`src/rtl/arr_pkg.sv`:
```
package arr_pkg;
  typedef enum logic [1:0] {
    ST_IDLE = 2'd0,
    ST_ACK  = 2'd1,
    ST_DATA = 2'd2,
    ST_DONE = 2'd3
  } arr_state_e;
endpackage

```
`src/rtl/arr_pending.sv`:
```
module arr_pending (
  input  logic clk,
  input  logic rst_n,
  input  logic set_req,
  input  logic clr_req,
  output logic pend
);
  logic pend_d;

  always_comb begin
    pend_d = pend;
    if (clr_req) pend_d = 1'b0;
    if (set_req) pend_d = 1'b1;   // a new request outranks a clear
  end

  always_ff @(posedge clk or negedge rst_n) begin
    if (!rst_n) pend <= 1'b0;
    else        pend <= pend_d;
  end

  a_r2_set_holds: assert property (@(posedge clk) disable iff (!rst_n)
    set_req |=> pend);
  a_r8_clear_drops: assert property (@(posedge clk) disable iff (!rst_n)
    (clr_req && !set_req) |=> !pend);
endmodule

```
`src/rtl/arr_arbiter.sv`:
```
module arr_arbiter #(
  parameter int ADDR_W = 7,
  parameter logic [ADDR_W-1:0] DEV_ADDR = 7'h39
) (
  input  logic clk,
  input  logic rst_n,
  input  logic load,
  input  logic shift_en,
  input  logic sample,
  input  logic sda_in,
  output logic drive_low,
  output logic lost_now,
  output logic win_now,
  output logic last_bit
);
  localparam int BYTE_W = ADDR_W + 1;
  localparam int CNT_W  = $clog2(BYTE_W);
  localparam logic [CNT_W-1:0] LAST_CNT = CNT_W'(BYTE_W - 1);

  logic [BYTE_W-1:0] shift_q, shift_d;
  logic [CNT_W-1:0]  cnt_q, cnt_d;
  logic              lost_q, lost_d;

  assign drive_low = !lost_q && !shift_q[BYTE_W-1];
  assign lost_now  = sample && !lost_q && shift_q[BYTE_W-1] && !sda_in;
  assign last_bit  = (cnt_q == LAST_CNT);
  assign win_now   = sample && last_bit && !lost_q && !lost_now;

  always_comb begin
    shift_d = shift_q;
    cnt_d   = cnt_q;
    lost_d  = lost_q;
    if (load) begin
      shift_d = {DEV_ADDR, 1'b1};
      cnt_d   = '0;
      lost_d  = 1'b0;
    end else begin
      if (shift_en) shift_d = {shift_q[BYTE_W-2:0], 1'b1};
      if (sample) begin
        if (!last_bit) cnt_d = cnt_q + 1'b1;
        if (lost_now)  lost_d = 1'b1;
      end
    end
  end

  always_ff @(posedge clk or negedge rst_n) begin
    if (!rst_n) begin
      shift_q <= '1;
      cnt_q   <= '0;
      lost_q  <= 1'b0;
    end else begin
      shift_q <= shift_d;
      cnt_q   <= cnt_d;
      lost_q  <= lost_d;
    end
  end

  a_r7_no_drive_after_loss: assert property (@(posedge clk) disable iff (!rst_n)
    (lost_now && !load) |=> !drive_low);
  a_r7_win_lost_exclusive: assert property (@(posedge clk) disable iff (!rst_n)
    !(win_now && lost_now));
endmodule

```
`src/rtl/alert_resp_responder.sv`:
```
module alert_resp_responder #(
  parameter int ADDR_W = 7,
  parameter logic [ADDR_W-1:0] DEV_ADDR = 7'h39,
  parameter logic [ADDR_W-1:0] ARA_ADDR = 7'h0C
) (
  input  logic              clk,
  input  logic              rst_n,
  input  logic              alert_req,
  input  logic              bus_start,
  input  logic              bus_stop,
  input  logic              addr_valid,
  input  logic [ADDR_W:0]   addr_byte,
  input  logic              scl_rise,
  input  logic              scl_fall,
  input  logic              sda_in,
  output logic              sda_pull,
  output logic              alert_n,
  output logic              arb_won,
  output logic              arb_lost
);
  import arr_pkg::*;

  localparam logic [ADDR_W:0] QUERY_RD = {ARA_ADDR, 1'b1};

  arr_state_e state_q, state_d;
  logic ack_on_q, ack_on_d;
  logic abort, pend, load, shift_en, sample;
  logic drive_low, lost_now, win_now, last_bit;

  assign abort    = bus_start || bus_stop;
  assign load     = !abort && (state_q == ST_ACK) && scl_fall && ack_on_q;
  assign shift_en = !abort && (state_q == ST_DATA) && scl_fall;
  assign sample   = !abort && (state_q == ST_DATA) && scl_rise;

  always_comb begin
    state_d  = state_q;
    ack_on_d = ack_on_q;
    if (abort) begin
      state_d  = ST_IDLE;
      ack_on_d = 1'b0;
    end else begin
      case (state_q)
        ST_IDLE: if (addr_valid && addr_byte == QUERY_RD && pend) begin
          state_d  = ST_ACK;
          ack_on_d = 1'b0;
        end
        ST_ACK: if (scl_fall) begin
          if (!ack_on_q) ack_on_d = 1'b1;
          else begin
            ack_on_d = 1'b0;
            state_d  = ST_DATA;
          end
        end
        ST_DATA: if (sample && last_bit) state_d = ST_DONE;
        default: state_d = state_q;
      endcase
    end
  end

  always_ff @(posedge clk or negedge rst_n) begin
    if (!rst_n) begin
      state_q  <= ST_IDLE;
      ack_on_q <= 1'b0;
    end else begin
      state_q  <= state_d;
      ack_on_q <= ack_on_d;
    end
  end

  arr_pending u_pend (
    .clk     (clk),
    .rst_n   (rst_n),
    .set_req (alert_req),
    .clr_req (win_now),
    .pend    (pend)
  );

  arr_arbiter #(
    .ADDR_W   (ADDR_W),
    .DEV_ADDR (DEV_ADDR)
  ) u_arb (
    .clk       (clk),
    .rst_n     (rst_n),
    .load      (load),
    .shift_en  (shift_en),
    .sample    (sample),
    .sda_in    (sda_in),
    .drive_low (drive_low),
    .lost_now  (lost_now),
    .win_now   (win_now),
    .last_bit  (last_bit)
  );

  assign sda_pull = ((state_q == ST_ACK) && ack_on_q) ||
                    ((state_q == ST_DATA) && drive_low);
  assign alert_n  = !pend;
  assign arb_won  = win_now;
  assign arb_lost = lost_now;

  a_r9_idle_released: assert property (@(posedge clk) disable iff (!rst_n)
    (state_q == ST_IDLE || state_q == ST_DONE) |-> !sda_pull);
  a_r9_abort_releases: assert property (@(posedge clk) disable iff (!rst_n)
    abort |=> !sda_pull);
  a_r8_win_raises_alert: assert property (@(posedge clk) disable iff (!rst_n)
    (arb_won && !alert_req) |=> alert_n);
  a_r7_loss_keeps_alert: assert property (@(posedge clk) disable iff (!rst_n)
    arb_lost |=> !alert_n);
  a_r4_ack_needs_alert: assert property (@(posedge clk) disable iff (!rst_n)
    ($rose(ack_on_q) && state_q == ST_ACK) |-> !alert_n);
endmodule

```
`config.mk`:
```
export PLATFORM = sky130hd
export DESIGN_NAME = alert_resp_responder
export DESIGN_NICKNAME = d
export VERILOG_FILES = /design/src/rtl/arr_pkg.sv /design/src/rtl/arr_pending.sv /design/src/rtl/arr_arbiter.sv /design/src/rtl/alert_resp_responder.sv
export SDC_FILE = /design/constraint.sdc
export NUM_CORES = 1
export LEC_CHECK = 0
export BUFFER_PORTS_ARGS = -buffer_cell sky130_fd_sc_hd__buf_4
export CAP_MARGIN = 40
export CORE_UTILIZATION = 45
export CTS_CLUSTER_DIAMETER = 120
export DETAILED_ROUTE_END_ITERATION = 16
export HOLD_SLACK_MARGIN = 0.02
export PLACE_DENSITY = 0.84
export RECOVER_POWER = 50
export SETUP_SLACK_MARGIN = 0.02
export SLEW_MARGIN = 30
export SYNTH_ARGS = -nofsm -noshare
export SYNTH_HDL_FRONTEND = slang
export SYNTH_SLANG_ARGS = --single-unit
```
`constraint.sdc`:
```
create_clock -name clk -period 1.6 [get_ports clk]
set_clock_uncertainty 0.2 [all_clocks]
set_input_delay 0.16 -clock clk [delete_from_list [all_inputs] [get_ports clk]]
set_output_delay 0.16 -clock clk [all_outputs]
set_load 0.01 [all_outputs]
```
* After elaboration in Yosys (flattened, before gate mapping) *
Cells that the tools add are included.

storage, ports and cells
  logic and storage cells = 73
  output and inout port bits = 4
  register bits = 16

operators by class
  mux-type cells = 21
  reductions and logical operators = 36
  eq/ne operators = 9
  add/sub/neg operators = 1

operators by type and width
  kind                                                                     count
  1-bit logical AND                                                        17
  8-bit 2-to-1 mux                                                         2
  2-bit 2-to-1 mux                                                         5
  1-bit 2-to-1 mux                                                         9
  3-bit 2-to-1 mux                                                         3
  3-bit inequality test, second input constant                             3
  8-bit by 5-bit == test with 1-bit output, second input constant          1
  2-bit nonzero test                                                       4
  1-bit zero test                                                          6
  2-bit one-hot mux with 3 select lines                                    1
  5-bit AND reduction                                                      1
  2-bit AND reduction                                                      2
  4-bit nonzero test                                                       1
  3-bit by 1-bit adder with 3-bit output, second input constant            1
  3-bit == test, second input constant                                     1
  3-bit by 2-bit inequality test with 1-bit output, second input constant  1
  3-bit AND reduction                                                      1
  3-bit nonzero test                                                       1
  2-bit by 1-bit == test with 1-bit output, second input constant          1
  2-bit == test, second input constant                                     1
  2-bit zero test                                                          1
  1-bit logical OR                                                         2
  2-bit inequality test, second input constant                             1
  1-bit one-hot mux with 2 select lines                                    1

* Depth between registers and ports, before layout *
Gate-level depths: netlist of run 1.

  depth after elaboration = 11
  gate-level depth with buffers = 6
  gate-level depth less buffers = 6

* Hierarchy *
A second synthesis of run 1 with hierarchy kept.

unflattened totals
  cells, all modules = 85
  area total of the unflattened synthesis = 858.3 um2

by module, submodules not included
  module                seq. area each (um2)  area each (um2)  cells each  instances
  arr_arbiter           257.7                 501.7            43          1
  alert_resp_responder  75.1                  320.3            39          1
  arr_pending           25.0                  36.3             3           1

* Worst setup path before layout of run 1 *
No wires, ideal clock.

  path kind = register -> register
  start point = reg u_arb.cnt_q[0]
  end point = reg state_q[1]
  arrival = 1,437 ps
  cell stages (with the launch flop) = 7
  path buffers = 0
  setup slack = -158 ps
  path through = dfrtp_1 -> ha_1 -> ha_1 -> nand2_1 -> a221oi_1 -> a21oi_1 -> a41o_1

between the ends
  word-level cells in the longest chain between the ends = 4

ends and longest elaborated chain
  element                                                     line                        RTL
  start, declared                                             arr_arbiter.sv:21           logic [CNT_W-1:0] cnt_q, cnt_d;
  start signal, assigned                                      arr_arbiter.sv:53           cnt_q <= cnt_d;
  3-bit == test                                               arr_arbiter.sv:26           assign last_bit = (cnt_q == LAST_CNT);
  1-bit logical AND                                           alert_resp_responder.sv:54  ST_DATA: if (sample && last_bit) state_d = ST_DONE;
  3-bit by 2-bit inequality test with 1-bit output (no line)  -
  5-bit AND reduction (no line)                               -
  end signal, assigned                                        alert_resp_responder.sv:65  state_q <= state_d;
  end, declared                                               alert_resp_responder.sv:25  arr_state_e state_q, state_d;

Every way passes these cells.
A chain may end at the register's enable or synchronous reset.

* Worst setup path after layout of run 1 *
  start point = reg state_q[0]
  end point = out arb_lost

between the ends
  word-level cells in the longest chain between the ends = 6

ends and longest elaborated chain
  element                         line                        RTL
  2-bit == test                   alert_resp_responder.sv:33  assign sample = !abort && (state_q == ST_DATA) && scl_rise;
  1-bit logical AND (2 in a row)  alert_resp_responder.sv:33
  1-bit logical AND (3 in a row)  arr_arbiter.sv:25           assign lost_now = sample && !lost_q && shift_q[BYTE_W-1] && !sda_in;
  end, declared                   alert_resp_responder.sv:19  output logic arb_lost

Every way passes these cells.

==> qor.log, run 1 <==
INFO  route          wl_met1=1.053mm
INFO  clock_tree     worst_setup_hold_path_clk_slew=0.09ns
INFO  floorplanning  io_pins=21
INFO  timing         maxSlewViolCount=0
INFO  global_route   grt_pass1_vias=829
INFO  floorplanning  initial_utilization=49.84%
INFO  floorplanning  die_x=43.56um
INFO  synth          number_of_flip_flops_and_latches_in_the_synthesized_netlist=14
INFO  critical_path  worst_setup_path_start_kind=flop
INFO  synth          post_synth_net_total=104
INFO  route          postRouteAntennaNets=0
INFO  worst_hold_path whs_endpoint=state_q[0]
INFO  floorplanning  design.die.area=1897um^2
INFO  route          topRoutingLayerUsed=met4
INFO  outcome        status=finished with violations
INFO  timing         tns=-1.812ns
INFO  critical_path  cp_slowest_stage_delay=0.45ns
INFO  power          p_per_area=518.6nW/um^2
INFO  synth          yosys.cell_types.count=23
INFO  critical_path  crit_path_top_delay_cell=sky130_fd_sc_hd__dfrtp_1
INFO  global_route   global_route_wire_length_before_repair=3.512mm
INFO  timing         finalSetupViolCount=13
INFO  clock_tree     cts.htree.levels=1
INFO  outcome        failing_checks=design-rule violations, negative setup slack
INFO  finish         multi_input_comb_area=555.5um^2
INFO  worst_hold_path min_from=bus_stop
INFO  clock_tree     cts_tree=built
INFO  critical_path  critical_path_arrival=1.48ns
INFO  timing         tightest_slew=0.7849ns
INFO  critical_path  crit_fanout=3
INFO  floorplanning  die-height=43.56um
INFO  clock_tree     numClockSinks=14
INFO  power          total_power_consumption=697.5uW
INFO  route          dr_wl_met3=161um
INFO  critical_path  critical_path.reg2reg.startpoint=state_q[1]
INFO  synth          synth-main-ff-cell=sky130_fd_sc_hd__dfrtp_1
INFO  critical_path  setup.worst_path.class=reg -> out
INFO  floorplanning  core_area=1559um^2
INFO  finish         final_net_count=152
INFO  synth          synthesis.area_per_instance=9.476um^2
INFO  route          drt_iter0_drc=38
INFO  global_route   grt_remaining_overflow=0
INFO  clock_tree     clk-insertion-delay-late=0.28ns
INFO  timing         min_period=1.843ns
INFO  route          detail_route.wirelength=2.537mm
INFO  timing         max-slew-margin-rel=47.67%
INFO  timing         fmax=542.7MHz
INFO  finish         area_growth=73.11%
INFO  synth          yosysWarningCount=0
INFO  timing         finalCritPeriodShare=115.2%
INFO  finish         num_antenna_cells=0
INFO  clock_tree     clock-root-buffer=sky130_fd_sc_hd__clkbuf_4
INFO  critical_path  ff2ff_path_depth=6
INFO  timing         fin_worst_hold_slack=0.06071ns
INFO  placed_design  weighted_congestion_reported_at_the_end_of_routability_driven_placement=0.8380
INFO  global_route   grt_antenna_before_repair=0
INFO  finish         fraction_of_layout_instances_using_a_drive_strength_above_1=55.81%
INFO  timing         setup_slack=-0.2427ns
INFO  critical_path  ff2ff_setup_slack=-0.21ns
INFO  power          vdd_drop_max=0.0006504V
INFO  finish         seqCellArea=357.8um^2
INFO  synth          ys_async_sr_fraction=100.0%
INFO  critical_path  path_cells=inv_2 -> ha_4 -> nand4bb_4 -> nor3_2 -> buf_4
INFO  finish         num-fill-cells=81
INFO  route          drt-vias-per-instance=5.903
INFO  job            max_cap_viol_count=0
INFO  route          drc=6
INFO  critical_path  required=1.24ns
INFO  floorplanning  rows=14
INFO  critical_path  critical_path.reg2reg.endpoint=state_q[1]
INFO  worst_hold_path worstHoldPathType=in -> reg
INFO  route          routed_vias=856
INFO  route          post_drt_wl_per_cell=17.50um
INFO  route          met2WireLength=1.293mm
INFO  synth          synthCells=82
INFO  clock_tree     max-clock-path-buffers=2
INFO  power          p_leak=0.6198nW
INFO  route          detail_route.first_pass.iterations=10
INFO  timing         final-hold-violation-count=0
INFO  synth          synth-edff-count=0
INFO  clock_tree     cts-buffers-inserted=3
INFO  timing         grt_setup_unrepaired=true
INFO  global_route   globalRouteTotalUtil=25.18%
INFO  placed_design  numPortBuffers=20
INFO  synth          yosysSeqAreaShare=46.05%
INFO  critical_path  critPathCaptureType=output pin
INFO  placed_design  hpwlAfterDp=1.410mm
INFO  global_route   maximum_number_of_pins_on_one_net_before_global_route_repair=15
INFO  synth          cell_area_after_synthesis=777.0um^2
INFO  worst_hold_path timing.hold.worst_path_depth=3
## layer usage
metal,global-route usage [%],vias up
met5,0,-
met3,4.583,4
met1,29.73,422
met4,8.125,0
li1,-,388
met2,45.67,42
## through the flow
stage	utilization [%]	area (um^2)	setup slack, ns	instances
after floorplan	-	829.5	-0.03169	82
after global placement	68.94	1075	-0.1105	128
after detailed placement	68.94	1075	-0.1487	128
after CTS	80.74	1259	-0.2277	140
after global routing	86.28	1345	-0.2977	145
final	86.28	1345	-0.2427	145
## timing repair
| item | CTS | global route |
|---|---|---|
| resized for setup | 18 | 13 |
| hold endpoints to repair | 16 | 0 |
| endpoints found under the setup margin | 13 | 15 |
| pin swaps | 6 | 9 |
| hold buffers | 3 | 0 |
| buffers inserted | 5 | 6 |
## worst max-delay path, delay by kind of cell (launching register included)
family	cells	cell delay [ns]
flops	1	0.45
simple gates	2	0.33
buf+inv	2	0.26
fa+ha+maj	1	0.16
## sequential cells by signal, summed over array words and instances, names as in the netlist
signal and cells:
u_arb.shift_q 6, u_pend.pend 1, u_arb.cnt_q 3, u_arb.lost_q 1, ack_on_q 1, state_q 2
## final cells by class
cell class,count,share of cell area (%)
timing repair buffer,43,26.51
clock buffer,4,2.698
inverter,5,1.395
sequential,14,26.60
tap,16,1.488
multi-input combinational,63,41.30
## cell families after synthesis
family,synth area share (%)
AO/OA/AOI/OAI,19.97
XOR/XNOR,1.127
adder cells (fa/ha/maj),8.052
buffers and inverters,2.416
flip-flops,46.05
multiplexers,1.288
AND/OR/NAND/NOR,21.10
## worst max-delay path by stage
stage / startpoint / end / slack (ns)
finish: state_q[0] / arb_lost / -0.24
global route: state_q[1] / sda_pull / -0.30
global placement: addr_byte[5] / state_q[1] / -0.11
floorplan: u_arb.cnt_q[0] / state_q[1] / -0.03
detailed placement: addr_byte[5] / state_q[1] / -0.15
CTS: state_q[0] / arb_won / -0.23
## where the power goes
group          leakage (nW)  switching [mW]  total, mW  internal (mW)
registers             0.169         0.00215      0.364          0.362
logic                 0.430          0.0308     0.0710         0.0402
clock network        0.0210           0.124      0.262          0.138
## cells in the mapped netlist, types with 2 or more instances
master                      instances  area, um^2
sky130_fd_sc_hd__dfstp_2            6       157.7
sky130_fd_sc_hd__inv_1              5       18.77
sky130_fd_sc_hd__o22a_1             3       26.28
sky130_fd_sc_hd__nor3_1             4       20.02
sky130_fd_sc_hd__a21oi_1            7       35.03
sky130_fd_sc_hd__nand4bb_1          2       22.52
sky130_fd_sc_hd__dfrtp_1            8       200.2
sky130_fd_sc_hd__o21ai_0            6       30.03
sky130_fd_sc_hd__nand2_1           13       48.80
sky130_fd_sc_hd__nor2_1            11       41.29
sky130_fd_sc_hd__ha_1               5       62.56
## layout by cell type, fill, tap and decap left out, types with 2 or more instances in the layout
cell                             n
sky130_fd_sc_hd__buf_4          31
sky130_fd_sc_hd__nor2_1          9
sky130_fd_sc_hd__nand2_1         8
sky130_fd_sc_hd__dfrtp_1         8
sky130_fd_sc_hd__buf_6           8
sky130_fd_sc_hd__dfstp_2         6
sky130_fd_sc_hd__a21oi_1         5
sky130_fd_sc_hd__o21ai_0         4
sky130_fd_sc_hd__ha_4            4
sky130_fd_sc_hd__nand2_4         3
sky130_fd_sc_hd__inv_1           3
sky130_fd_sc_hd__o22a_1          3
sky130_fd_sc_hd__clkbuf_4        3
sky130_fd_sc_hd__dlygate4sd3_1   3
sky130_fd_sc_hd__nor3_2          2
sky130_fd_sc_hd__nand2_2         2
sky130_fd_sc_hd__inv_2           2
sky130_fd_sc_hd__nor2_2          2
sky130_fd_sc_hd__o21ai_1         2
Power figures use the tool's default switching activity.
==> run 2, diff against run 1 <==
--- a/config.mk
+++ b/config.mk
@@ -7,14 +7,15 @@
 export LEC_CHECK = 0
 export BUFFER_PORTS_ARGS = -buffer_cell sky130_fd_sc_hd__buf_4
 export CAP_MARGIN = 40
-export CORE_UTILIZATION = 45
+export CORE_UTILIZATION = 30
 export CTS_CLUSTER_DIAMETER = 120
 export DETAILED_ROUTE_END_ITERATION = 16
 export HOLD_SLACK_MARGIN = 0.02
-export PLACE_DENSITY = 0.84
+export PLACE_DENSITY = 0.63
 export RECOVER_POWER = 50
 export SETUP_SLACK_MARGIN = 0.02
 export SLEW_MARGIN = 30
 export SYNTH_ARGS = -nofsm -noshare
 export SYNTH_HDL_FRONTEND = slang
+export SYNTH_HIERARCHICAL = 1
 export SYNTH_SLANG_ARGS = --single-unit
==> constraint.sdc (replaced) <==
create_clock -name clk -period 1.61 [get_ports clk]
set_clock_uncertainty 0.2 [all_clocks]
set_input_delay 0.161 -clock clk [delete_from_list [all_inputs] [get_ports clk]]
set_output_delay 0.161 -clock clk [all_outputs]
set_load 0.01 [all_outputs]
==> qor.log, run 2 <==
INFO  outcome        status=finished with violations
INFO  outcome        failing_checks=negative setup slack
INFO  floorplanning  die-height=55.49um [+27%]
INFO  critical_path  critPathCaptureType=flop
INFO  global_route   global_route_wire_length_before_repair=3.546mm [+0.97%]
INFO  critical_path  ff2ff_setup_slack=-0.23ns [-0.02 ns]
INFO  clock_tree     clk-insertion-delay-late=0.29ns [about the same]
INFO  synth          largest_cells_by_area_after_synthesis=sky130_fd_sc_hd__dfrtp_1 (23%), sky130_fd_sc_hd__dfstp_2 (18%), sky130_fd_sc_hd__ha_1 (7.3%), sky130_fd_sc_hd__inv_1 (3.9%), sky130_fd_sc_hd__nor2_1 (3.9%)
INFO  finish         area_growth=65.74%
INFO  route          detail_route.wirelength=2.204mm [-13%]
INFO  critical_path  critical_path.reg2reg.startpoint=u_arb/cnt_q[0]
INFO  route          post_drt_wl_per_cell=13.44um [-23%]
INFO  clock_tree     cts_tree=built
INFO  power          p_sw_share=21.96% [-0.52 points]
INFO  clock_tree     clock-root-buffer=sky130_fd_sc_hd__clkbuf_4
INFO  floorplanning  core_area=2734um^2 [+75%]
INFO  power          seq_power_share=52.3% [about the same]
INFO  critical_path  critical_path_arrival=1.85ns [+0.37 ns]
INFO  global_route   grt_pass1_vias=836 [+0.84%]
INFO  critical_path  worst_setup_path_start_kind=flop
INFO  finish         num-fill-cells=250 [+210%]
INFO  global_route   grt_remaining_overflow=0 [unchanged]
INFO  synth          synth-main-ff-cell=sky130_fd_sc_hd__dfrtp_1
INFO  floorplanning  design.die.area=3079um^2 [+62%]
INFO  power          clock_power_share=38.7% [+1.1 points]
INFO  synth          yosysWarningCount=6 [+6]
INFO  critical_path  setup.worst_path.start=u_arb/cnt_q[0]
INFO  power          p_per_area=473.5nW/um^2 [-8.7%]
INFO  critical_path  required=1.62ns [+0.38 ns]
INFO  timing         tightest_slew=0.7976ns [+0.01275 ns]
INFO  worst_hold_path whs_endpoint=ack_on_q
INFO  global_route   globalRouteTotalUtil=14.70% [-10 points]
INFO  critical_path  ff2ff_path_depth=6 [unchanged]
INFO  job            max_cap_viol_count=0 [unchanged]
INFO  timing         max-slew-margin-rel=46.82% [-0.85 points]
INFO  finish         num_antenna_cells=0 [unchanged]
INFO  synth          synthesis.area_per_instance=10.10um^2 [+6.6%]
INFO  floorplanning  die_x=55.49um [+27%]
INFO  timing         min_period=1.836ns
INFO  power          total_power_consumption=673.6uW [-3.4%]
INFO  global_route   maximum_number_of_pins_on_one_net_before_global_route_repair=15 [unchanged]
INFO  route          drt_iter0_drc=12 [-68%]
INFO  timing         maxSlewViolCount=0 [unchanged]
INFO  synth          ys_async_sr_fraction=100.0% [unchanged]
INFO  placed_design  numPortBuffers=20 [unchanged]
INFO  placed_design  weighted_congestion_reported_at_the_end_of_routability_driven_placement=0.7639 [-8.8%]
INFO  worst_hold_path timing.hold.worst_path_depth=4 [+1]
INFO  global_route   grt_antenna_before_repair=0 [unchanged]
INFO  floorplanning  io_pins=21 [unchanged]
INFO  worst_hold_path worstHoldPathType=in -> reg
INFO  critical_path  crit_fanout=3 [unchanged]
INFO  route          drc=0 [-6]
INFO  route          postRouteAntennaNets=0 [unchanged]
INFO  finish         largest_reg_flops=6 [unchanged]
INFO  synth          netlist_top_cells_count=sky130_fd_sc_hd__inv_1 (9), sky130_fd_sc_hd__nor2_1 (9), sky130_fd_sc_hd__dfrtp_1 (8)
INFO  route          drt-vias-per-instance=4.866 [-18%]
INFO  power          p_leak=0.6651nW [+7.3%]
INFO  synth          cell_area_after_synthesis=858.3um^2 [+10%]
INFO  finish         layout.cells.most_common_list=sky130_fd_sc_hd__buf_4 (30), sky130_fd_sc_hd__buf_6 (11), sky130_fd_sc_hd__dfrtp_1 (8)
INFO  floorplanning  rows=19 [+5]
INFO  power          net-switching-power=147.9uW [-5.7%]
INFO  finish         final_net_count=156 [+2.6%]
INFO  clock_tree     cts-buffers-inserted=3 [unchanged]
INFO  placed_design  hpwlAfterDp=1.423mm [+0.89%]
INFO  synth          synth_largest_area_cell=sky130_fd_sc_hd__dfrtp_1
INFO  power          combinationalPowerShare=9.0% [-1.2 points]
INFO  clock_tree     cts.htree.levels=1 [unchanged]
INFO  synth          number_of_flip_flops_and_latches_in_the_synthesized_netlist=14 [unchanged]
INFO  finish         post-route-util=52.04% [-34 points]
INFO  timing         finalCritPeriodShare=114.0%
INFO  power          cell_internal_pwr=525.6uW [-2.8%]
INFO  synth          synth-edff-count=0 [unchanged]
INFO  synth          yosys.cell_types.count=35 [+52%]
INFO  clock_tree     worst_setup_hold_path_clk_slew=0.09ns [about the same]
INFO  route          detail_route.first_pass.iterations=3 [-7]
INFO  synth          post-synth-top-area-fraction=23.32% [-2.4 points]
INFO  synth          post_synth_net_total=107 [+2.9%]
INFO  timing         fmax=544.6MHz
INFO  power          vdd_drop_max=0.0004387V [-33%]
INFO  timing         grt_setup_unrepaired=true
INFO  clock_tree     numClockSinks=14 [unchanged]
INFO  worst_hold_path min_from=scl_fall
INFO  critical_path  critical_path.reg2reg.endpoint=state_q[0]
INFO  timing         setup_slack=-0.2261ns [+0.01667 ns]
INFO  synth          synthCells=85 [+3.7%]
INFO  clock_tree     max-clock-path-buffers=2 [unchanged]
INFO  finish         largest-register=u_arb/shift_q
INFO  route          routed_vias=798 [-6.8%]
INFO  timing         finalSetupViolCount=7 [-6]
INFO  floorplanning  initial_utilization=31.40% [-18 points]
INFO  finish         most_common_library_cell_in_the_layout_ignoring_fill_and_taps=sky130_fd_sc_hd__buf_4
INFO  synth          yosysSeqAreaShare=41.69% [-4.4 points]
INFO  timing         final-hold-violation-count=0 [unchanged]
INFO  finish         reg.largest.list=u_arb/shift_q x6, u_arb/cnt_q x3, state_q x2
INFO  finish         fraction_of_layout_instances_using_a_drive_strength_above_1=52.63% [-3.2 points]
INFO  critical_path  setup.worst_path.class=reg -> reg
-- run 2: cell count changes after synthesis, moves of 2 or more --
| cell | before | now |
|---|---|---|
| sky130_fd_sc_hd__and4bb_1 | 0 | 2 |
| sky130_fd_sc_hd__mux2i_1 | 1 | 3 |
| sky130_fd_sc_hd__and3_1 | 0 | 2 |
| sky130_fd_sc_hd__a21oi_1 | 7 | 1 |
| sky130_fd_sc_hd__o21ai_0 | 6 | 0 |
| sky130_fd_sc_hd__nor2b_1 | 0 | 4 |
| sky130_fd_sc_hd__nand2_1 | 13 | 4 |
| sky130_fd_sc_hd__buf_4 | 0 | 2 |
| sky130_fd_sc_hd__o21ai_1 | 0 | 2 |
| sky130_fd_sc_hd__inv_1 | 5 | 9 |
| sky130_fd_sc_hd__a211o_1 | 0 | 3 |
| sky130_fd_sc_hd__o22a_1 | 3 | 0 |
| sky130_fd_sc_hd__nor2_1 | 11 | 9 |
-- run 2: final cells by class --
class,count,area (um^2),share of cell area (%)
clock buffers,4,36.28,2.551
inverters,10,37.54,2.639
multi-input cells,59,559.3,39.31
flip-flops and latches,14,357.8,25.15
well taps,31,38.79,2.726
repair buffers,46,392.9,27.62
-- run 2: metal layers --
| layer | GRT usage (%) | vias up | wire length, um |
|---|---|---|---|
| li1 | - | 393 | - |
| met1 | 16.99 | 386 | 918 |
| met2 | 24.78 | 15 | 1155 |
| met3 | 5.152 | 4 | 104 |
| met4 | 5.714 | 0 | 25 |
| met5 | 0 | - | 0 |
-- run 2: critical path: stages (launching register included) --
cell and delay [ns]:
sky130_fd_sc_hd__dfrtp_1 0.38, sky130_fd_sc_hd__ha_2 0.20, sky130_fd_sc_hd__ha_4 0.14, sky130_fd_sc_hd__nand2_1 0.05
sky130_fd_sc_hd__a221o_1 0.33, sky130_fd_sc_hd__or3_1 0.33, sky130_fd_sc_hd__a21boi_1 0.13
-- run 2: per-stage QoR --
step                      instance area (um^2)  hold slack (ns)  instances  worst slack [ns]  TNS, ns
final                                     1423           0.1460        164           -0.2261   -1.300
after global routing                      1423           0.1629        164           -0.3179   -1.999
after detailed placement                  1141          -0.1722        145           -0.2064   -1.185
after floorplan                          884.6          -0.3346         85           -0.1009  -0.2391
after CTS                                 1310          0.05306        158           -0.2323   -1.556
after global placement                    1141          -0.1785        145           -0.1783  -0.7243
-- run 2: kinds of logic (layout without fill, tap and decap cells) --
family                   count (synthesis)  after routing  share of synthesized area (%)
buffers and inverters                   12             60                          6.121
multiplexers                             4              4                          5.247
adder cells (fa/ha/maj)                  5              5                          7.289
AND/OR/NAND/NOR                         35             35                          24.93
flip-flops                              14             14                          41.69
AO/OA/AOI/OAI                           15             15                          14.73
-- run 2: worst max-delay path by stage --
stage	end	cells after the start
2_1_floorplan	state_q[0]	6
3_3_place_gp	state_q[0]	6
3_5_place_dp	state_q[0]	6
4_1_cts	state_q[0]	5
5_1_grt	state_q[0]	6
6_report	state_q[0]	6
-- run 2: power by group through the flow --
stage | clock (mW) | combinational, mW | sequential, mW
after detailed placement | 0 | 0.0504 | 0.359
after global placement | 0 | 0.0485 | 0.359
final | 0.261 | 0.0606 | 0.352
after CTS | 0.268 | 0.0596 | 0.352
after floorplan | 0 | 0.00776 | 0.359
after global routing | 0.287 | 0.0671 | 0.352
-- run 2: timing repair --
action | 4_1_cts | 5_1_grt
pin swaps | 7 | 9
gates resized for setup | 14 | 15
hold buffers | 4 | 0
endpoints found under the hold margin | 17 | 0
setup endpoints to repair | 14 | 17
setup buffers | 5 | 7
